$ cat config.mk
export PLATFORM = sky130hd
export DESIGN_NAME = uart_regfile
export DESIGN_NICKNAME = d
export VERILOG_FILES = /design/src/rtl/uart_rf_pkg.sv /design/src/rtl/uart_rf_fifo.sv /design/src/rtl/uart_rf_msr.sv /design/src/rtl/uart_rf_irq.sv /design/src/rtl/uart_regfile.sv
export SDC_FILE = /design/constraint.sdc
export NUM_CORES = 1
export LEC_CHECK = 0
export ABC_AREA = 1
export BUFFER_PORTS_ARGS = -buffer_cell sky130_fd_sc_hd__buf_2
export CAP_MARGIN = 20
export CELL_PAD_IN_SITES_DETAIL_PLACEMENT = 0
export CELL_PAD_IN_SITES_GLOBAL_PLACEMENT = 2
export CORE_MARGIN = 8
export CORE_UTILIZATION = 42
export DETAILED_ROUTE_END_ITERATION = 6
export GPL_TIMING_DRIVEN = 0
export PLACE_DENSITY = 0.9
export SLEW_MARGIN = 0
export SYNTH_ARGS = -nofsm -noshare
export SYNTH_HDL_FRONTEND = slang
export SYNTH_HIERARCHICAL = 1
export SYNTH_SLANG_ARGS = --single-unit
$ cat constraint.sdc
create_clock -name clk -period 4.7 [get_ports clk]
set_input_delay 0.94 -clock clk [delete_from_list [all_inputs] [get_ports clk]]
set_output_delay 0.94 -clock clk [all_outputs]
set_load 0.02 [all_outputs]
$ cat src/rtl/uart_rf_pkg.sv
package uart_rf_pkg;
  localparam logic [2:0] OFS_DATA  = 3'd0;
  localparam logic [2:0] OFS_IER   = 3'd1;
  localparam logic [2:0] OFS_IIR   = 3'd2;
  localparam logic [2:0] OFS_LCR   = 3'd3;
  localparam logic [2:0] OFS_MCR   = 3'd4;
  localparam logic [2:0] OFS_LSR   = 3'd5;
  localparam logic [2:0] OFS_MSR   = 3'd6;
  localparam logic [2:0] OFS_SCR   = 3'd7;

  localparam int IE_RXD   = 0;
  localparam int IE_THR   = 1;
  localparam int IE_LINE  = 2;
  localparam int IE_MODEM = 3;

  localparam int LCR_DLAB = 7;
  localparam int MCR_LOOP = 4;

  localparam logic [7:0] LCR_RESET = 8'h03;

  typedef enum logic [3:0] {
    ID_MODEM = 4'h0,
    ID_NONE  = 4'h1,
    ID_THR   = 4'h2,
    ID_RXD   = 4'h4,
    ID_LINE  = 4'h6
  } irq_id_e;
endpackage

$ cat src/rtl/uart_rf_fifo.sv
module uart_rf_fifo #(
  parameter int DEPTH = 16,
  parameter int WIDTH = 8
) (
  input  logic             clk,
  input  logic             rst_n,
  input  logic             push,
  input  logic [WIDTH-1:0] din,
  input  logic             pop,
  output logic [WIDTH-1:0] dout,
  output logic             empty,
  output logic             full
);
  localparam int PTR_W = (DEPTH > 1) ? $clog2(DEPTH) : 1;
  localparam int CNT_W = $clog2(DEPTH + 1);
  localparam logic [PTR_W-1:0] LAST = PTR_W'(DEPTH - 1);

  logic [WIDTH-1:0] mem [DEPTH];
  logic [PTR_W-1:0] wr_ptr, rd_ptr;
  logic [CNT_W-1:0] cnt;
  logic do_push, do_pop;

  assign empty   = (cnt == '0);
  assign full    = (cnt == CNT_W'(DEPTH));
  assign do_push = push && !full;
  assign do_pop  = pop && !empty;
  assign dout    = mem[rd_ptr];

  function automatic logic [PTR_W-1:0] step(input logic [PTR_W-1:0] p);
    return (p == LAST) ? '0 : p + 1'b1;
  endfunction

  always_ff @(posedge clk) begin
    if (do_push) mem[wr_ptr] <= din;
  end

  always_ff @(posedge clk or negedge rst_n) begin
    if (!rst_n) begin
      wr_ptr <= '0;
      rd_ptr <= '0;
      cnt    <= '0;
    end else begin
      if (do_push) wr_ptr <= step(wr_ptr);
      if (do_pop)  rd_ptr <= step(rd_ptr);
      case ({do_push, do_pop})
        2'b10:   cnt <= cnt + 1'b1;
        2'b01:   cnt <= cnt - 1'b1;
        default: cnt <= cnt;
      endcase
    end
  end
endmodule

$ cat src/rtl/uart_rf_msr.sv
module uart_rf_msr (
  input  logic       clk,
  input  logic       rst_n,
  input  logic       loop_en,
  input  logic [3:0] mcr_lines,  // {out2,out1,rts,dtr}
  input  logic [3:0] ext_lines,  // {dcd,ri,dsr,cts}
  input  logic       clr,
  output logic [7:0] msr
);
  logic [3:0] src, line_q, delta_q, delta_new;

  always_comb begin
    if (loop_en) src = {mcr_lines[3], mcr_lines[2], mcr_lines[0], mcr_lines[1]};
    else         src = ext_lines;
    delta_new[0] = line_q[0] ^ src[0];
    delta_new[1] = line_q[1] ^ src[1];
    delta_new[2] = line_q[2] & ~src[2];
    delta_new[3] = line_q[3] ^ src[3];
  end

  always_ff @(posedge clk or negedge rst_n) begin
    if (!rst_n) begin
      line_q  <= '0;
      delta_q <= '0;
    end else begin
      line_q  <= src;
      delta_q <= (clr ? 4'b0 : delta_q) | delta_new;
    end
  end

  assign msr = {line_q, delta_q};
endmodule

$ cat src/rtl/uart_rf_irq.sv
module uart_rf_irq
  import uart_rf_pkg::*;
(
  input  logic [3:0] ier,
  input  logic       line_err,
  input  logic       rx_ready,
  input  logic       thr_empty,
  input  logic       thr_pend,
  input  logic       modem_chg,
  output irq_id_e    id
);
  always_comb begin
    if (ier[IE_LINE] && line_err)                    id = ID_LINE;
    else if (ier[IE_RXD] && rx_ready)                id = ID_RXD;
    else if (ier[IE_THR] && thr_empty && thr_pend)   id = ID_THR;
    else if (ier[IE_MODEM] && modem_chg)             id = ID_MODEM;
    else                                             id = ID_NONE;
  end
endmodule

$ cat src/rtl/uart_regfile.sv
module uart_regfile
  import uart_rf_pkg::*;
#(
  parameter int FIFO16 = 1,
  parameter int DW     = 8
) (
  input  logic          clk,
  input  logic          rst_n,
  input  logic [2:0]    bus_addr,
  input  logic          bus_wr,
  input  logic          bus_rd,
  input  logic [DW-1:0] bus_wdata,
  output logic [DW-1:0] bus_rdata,
  output logic          tx_valid,
  input  logic          tx_ready,
  output logic [DW-1:0] tx_data,
  input  logic          ser_idle,
  input  logic          rx_valid,
  input  logic [DW-1:0] rx_data,
  input  logic          rx_perr,
  input  logic          rx_ferr,
  input  logic          rx_brk,
  input  logic [3:0]    modem_in,
  output logic [3:0]    modem_out,
  output logic [2*DW-1:0] divisor,
  output logic [DW-1:0] line_cfg,
  output logic          irq
);
  localparam int DEPTH = (FIFO16 != 0) ? 16 : 1;

  logic [DW-1:0] lcr, scr, dl_lo, dl_hi;
  logic [3:0]    ier;
  logic [4:0]    mcr;
  logic [3:0]    err_q;      // {brk, ferr, perr, overrun}
  logic          thr_pend;
  logic [7:0]    msr, lsr;
  irq_id_e       iir_id;

  logic dlab, loop_en;
  logic wr_data, rd_data, rd_lsr, rd_iir, rd_msr;
  logic tx_empty, tx_full, tx_pop;
  logic rx_empty, rx_full, rx_push;
  logic [DW-1:0] rx_dout;

  assign dlab    = lcr[LCR_DLAB];
  assign loop_en = mcr[MCR_LOOP];
  assign wr_data = bus_wr && bus_addr == OFS_DATA && !dlab;
  assign rd_data = bus_rd && bus_addr == OFS_DATA && !dlab;
  assign rd_lsr  = bus_rd && bus_addr == OFS_LSR;
  assign rd_iir  = bus_rd && bus_addr == OFS_IIR;
  assign rd_msr  = bus_rd && bus_addr == OFS_MSR;
  assign tx_pop  = tx_valid && tx_ready;
  assign rx_push = rx_valid && !rx_full;

  uart_rf_fifo #(.DEPTH(DEPTH), .WIDTH(DW)) u_txq (
    .clk(clk), .rst_n(rst_n), .push(wr_data), .din(bus_wdata),
    .pop(tx_ready), .dout(tx_data), .empty(tx_empty), .full(tx_full));

  uart_rf_fifo #(.DEPTH(DEPTH), .WIDTH(DW)) u_rxq (
    .clk(clk), .rst_n(rst_n), .push(rx_push), .din(rx_data),
    .pop(rd_data), .dout(rx_dout), .empty(rx_empty), .full(rx_full));

  uart_rf_msr u_msr (
    .clk(clk), .rst_n(rst_n), .loop_en(loop_en), .mcr_lines(mcr[3:0]),
    .ext_lines(modem_in), .clr(rd_msr), .msr(msr));

  uart_rf_irq u_irq (
    .ier(ier), .line_err(|err_q), .rx_ready(!rx_empty),
    .thr_empty(tx_empty), .thr_pend(thr_pend),
    .modem_chg(|msr[3:0]), .id(iir_id));

  assign tx_valid  = !tx_empty;
  assign lsr       = {1'b0, tx_empty && ser_idle, tx_empty, err_q, !rx_empty};
  assign irq       = (iir_id != ID_NONE);
  assign modem_out = loop_en ? 4'b0 : mcr[3:0];
  assign divisor   = {dl_hi, dl_lo};
  assign line_cfg  = lcr;

  // Register writes
  always_ff @(posedge clk or negedge rst_n) begin
    if (!rst_n) begin
      lcr   <= LCR_RESET;
      scr   <= '0;
      dl_lo <= '0;
      dl_hi <= '0;
      ier   <= '0;
      mcr   <= '0;
    end else if (bus_wr) begin
      case (bus_addr)
        OFS_DATA: if (dlab) dl_lo <= bus_wdata;
        OFS_IER:  if (dlab) dl_hi <= bus_wdata; else ier <= bus_wdata[3:0];
        OFS_LCR:  lcr <= bus_wdata;
        OFS_MCR:  mcr <= bus_wdata[4:0];
        OFS_SCR:  scr <= bus_wdata;
        default:  ;
      endcase
    end
  end

  // Line status error bits: arrival wins over clear-on-read
  always_ff @(posedge clk or negedge rst_n) begin
    if (!rst_n) begin
      err_q <= '0;
    end else begin
      err_q <= (rd_lsr ? 4'b0 : err_q)
             | {rx_valid && rx_brk, rx_valid && rx_ferr,
                rx_valid && rx_perr, rx_valid && rx_full};
    end
  end

  // Transmit-empty pending flag
  always_ff @(posedge clk or negedge rst_n) begin
    if (!rst_n)                   thr_pend <= 1'b0;
    else if (wr_data || rd_iir)   thr_pend <= 1'b0;
    else if (tx_pop)              thr_pend <= 1'b1;
  end

  // Read data
  always_comb begin
    case (bus_addr)
      OFS_DATA: bus_rdata = dlab ? dl_lo : (rx_empty ? '0 : rx_dout);
      OFS_IER:  bus_rdata = dlab ? dl_hi : {4'b0, ier};
      OFS_IIR:  bus_rdata = {4'b1100, iir_id};
      OFS_LCR:  bus_rdata = lcr;
      OFS_MCR:  bus_rdata = {3'b0, mcr};
      OFS_LSR:  bus_rdata = lsr;
      OFS_MSR:  bus_rdata = msr;
      default:  bus_rdata = scr;
    endcase
  end

  logic unused_ok;
  assign unused_ok = tx_full;
endmodule

==> metrics.md <==
| Metric | Value |
|---|---|
| Status | completed |
| WL final | 41400 um |
| Post-route ant nets | 0 |
| Clk_lat worst skew | 0.53 ns |
| GRT Total Usage | 18.8% |
| Ports | 79 |
| Global-route wire length before repair | 64700 um |
| Pins over their slew limit | 0 |
| Synth Net Count | 1757 |
| Synth Warn # | 6 |
| Required @ worst endpoint | 3.76 ns |
| Share of cells above drive strength 1 | 13.9% |
| Setup crit end kind | primary output |
| Cells after Synth | 1704 |
| Skew final | 0.0158 ns |
| Critical path launch point type | register |
| Clock tree buffer depth | 3 |
| Vias per cell | 4.85 |
| Final core occ | 48.7% |
| VDD IR-drop max | 0.421 mV |
| Post_cts resized | 0 |
| Grt ovf | 0 |
| Worst Path Arrival | 2.70 ns |
| H-tree depth | 2 |
| Area Growth Syn to Fin | 14.8% |
| Clock transition at path regs | 0.06 ns |
| CTS Buf Count | 38 |
| Max Clk Rate | 275 MHz |
| Synth Area per Inst | 9.34 um2 |
| Mean routed wirelength per cell | 17.5 um |
| Final Hold Vio Count | 0 |
| Initial antenna violation count | 0 |
| # rows | 71 |
| # diodes | 0 |
| PnR Total Power | 10.1 mW |
| Crit path max fanout | 10 |
| Reg2reg start | line_cfg[7] |
| Post-CTS setup buffers | 0 |
| Iteration-0 DRC Markers | 752 |
| Max_cap viols | 0 |
| Non-filler cells, final | 2363 |
| Largest net degree at the start of global routing | 47 |
| Period minus WS final | 3.64 ns |
| Clk root buf | clkbuf_16 |
| Worst-Margin Slew | 1.02 ns |
| Nets | 1875 |
| TritonRoute pass-1 iters | 5 |
| CTS tree | yes |
| Die X-Extent | 211 um |
| Placed cell count | 2293 |
| Worst Hold Class | input port to asynchronous set/reset pin |
| Initial Util | 42.4% |
| Hold buffer count at cts | 0 |
| Core region area | 37500 um2 |
| Setup TNS | 0 ns |
| Unrepaired setup endpoints after global routing | no |
| DRC errors left | 0 |
| Vias in the first global route | 11200 |
| Syn Std Cell Area | 15900 um2 |
| Lkg Pwr | 8.32 nW |
| Cell Pwr Density | 552 nW/um2 |
| RD Place Congestion | 0.842 |
| Final setup vio count | 0 |
| Placed cell area | 17000 um2 |
| Critical path class | register to primary output |
| Post-DP HPWL | 29000 um |
| Setup crit start | u_rxq/rd_ptr[0] |
| Fillers | 3597 |
| Routed vias | 11500 |
| Post-layout instance area | 18300 um2 |
| Fin crit share | 77.4% |
| Sink Count | 336 |
| Die Span Y | 211 um |
| Slew HR | 31.7% |
| PortBufs | 77 |
| DIE AREA | 44400 um2 |
layer usage:
layer,up-vias,track usage (%),wire length [um]
met1,5437,24.9,18700
li1,5696,-,-
met4,0,5.72,1020
met2,250,31.2,19600
met3,67,3.43,2040
met5,-,0,0
flip-flops by register name (all words and copies together) (netlist names):
name / count
u_rxq/mem: 128
u_txq/mem: 128
dl_hi: 8
dl_lo: 8
line_cfg: 8
scr: 8
mcr: 5
u_rxq/cnt: 5
u_txq/cnt: 5
err_q: 4
ier: 4
u_msr/delta_q: 4
u_msr/line_q: 4
u_rxq/rd_ptr: 4
u_rxq/wr_ptr: 4
u_txq/rd_ptr: 4
u_txq/wr_ptr: 4
thr_pend: 1
power breakdown:
part,internal (mW),leakage (nW),switching [mW]
combinational,1.00,4.40,2.26
clock,1.89,0.639,1.17
sequential,3.52,3.29,0.244
total,6.41,8.32,3.68
worst max-delay path, cell delays in order (launching register included):
cell and delay, ns:
dfrtp_1 0.42, inv_2 0.11, clkbuf_1 0.40, nand2_1 0.13, nand3_2 0.09, nand2_1 0.06
nor2_1 0.25, nand2_1 0.08, nand2_1 0.08, nand2_1 0.06, a21oi_1 0.17, nor2_1 0.06
nand3_1 0.08, buf_2 0.17
final cells by class:
class	count	area [um2]	share of cell area, %
Sequential cell	336	9690	53.1
Multi-Input combinational cell	1061	4890	26.8
Clock buffer	48	1070	5.87
Inverter	249	948	5.19
Tap cell	511	639	3.50
Timing Repair Buffer	78	415	2.27
Buffer	58	382	2.09
Clock inverter	22	231	1.27
metrics by stage:
step,setup slack (ns),hold WS [ns]
6_report,1.06,0.379
2_1_floorplan,1.87,0.449
3_3_place_gp,1.32,0.469
4_1_cts,1.01,0.370
5_1_grt,0.800,0.402
3_5_place_dp,1.30,0.466
placed cells by master, fill, tap and decap left out, types with 3 or more instances in the layout:
master and instances:
buf_2 101, bufinv_16 5, clkbuf_16 41, nand2_1 615
inv_2 11, nand4_1 23, o21ai_2 17, clkinv_1 8
a21oi_1 9, inv_4 3, buf_4 10, nor2_1 111
edfxtp_1 256, nand3_1 160, o21ai_0 45, nand2_2 9
dfrtp_1 78, clkinv_2 9, nand2_4 5, inv_1 232
nand3_2 19, ha_1 18, nor2_4 3, buf_6 11
xnor2_1 7, o21ai_1 5, clkbuf_1 17
path summary, 6_finish.rpt:
kind                            slack, ns  depth (start not counted)                to
worst min-delay path                 0.38                          1       line_cfg[2]
min in group clk                     0.49                          2  u_msr/delta_q[2]
worst max-delay path                 1.06                         13      bus_rdata[1]
worst min register to register       0.49                          2  u_msr/delta_q[2]
worst max register to register       1.93                         13      u_rxq/cnt[4]
max in group asynchronous            3.70                          2   u_txq/rd_ptr[3]
No activity file was read; power rests on OpenSTA's default activity.
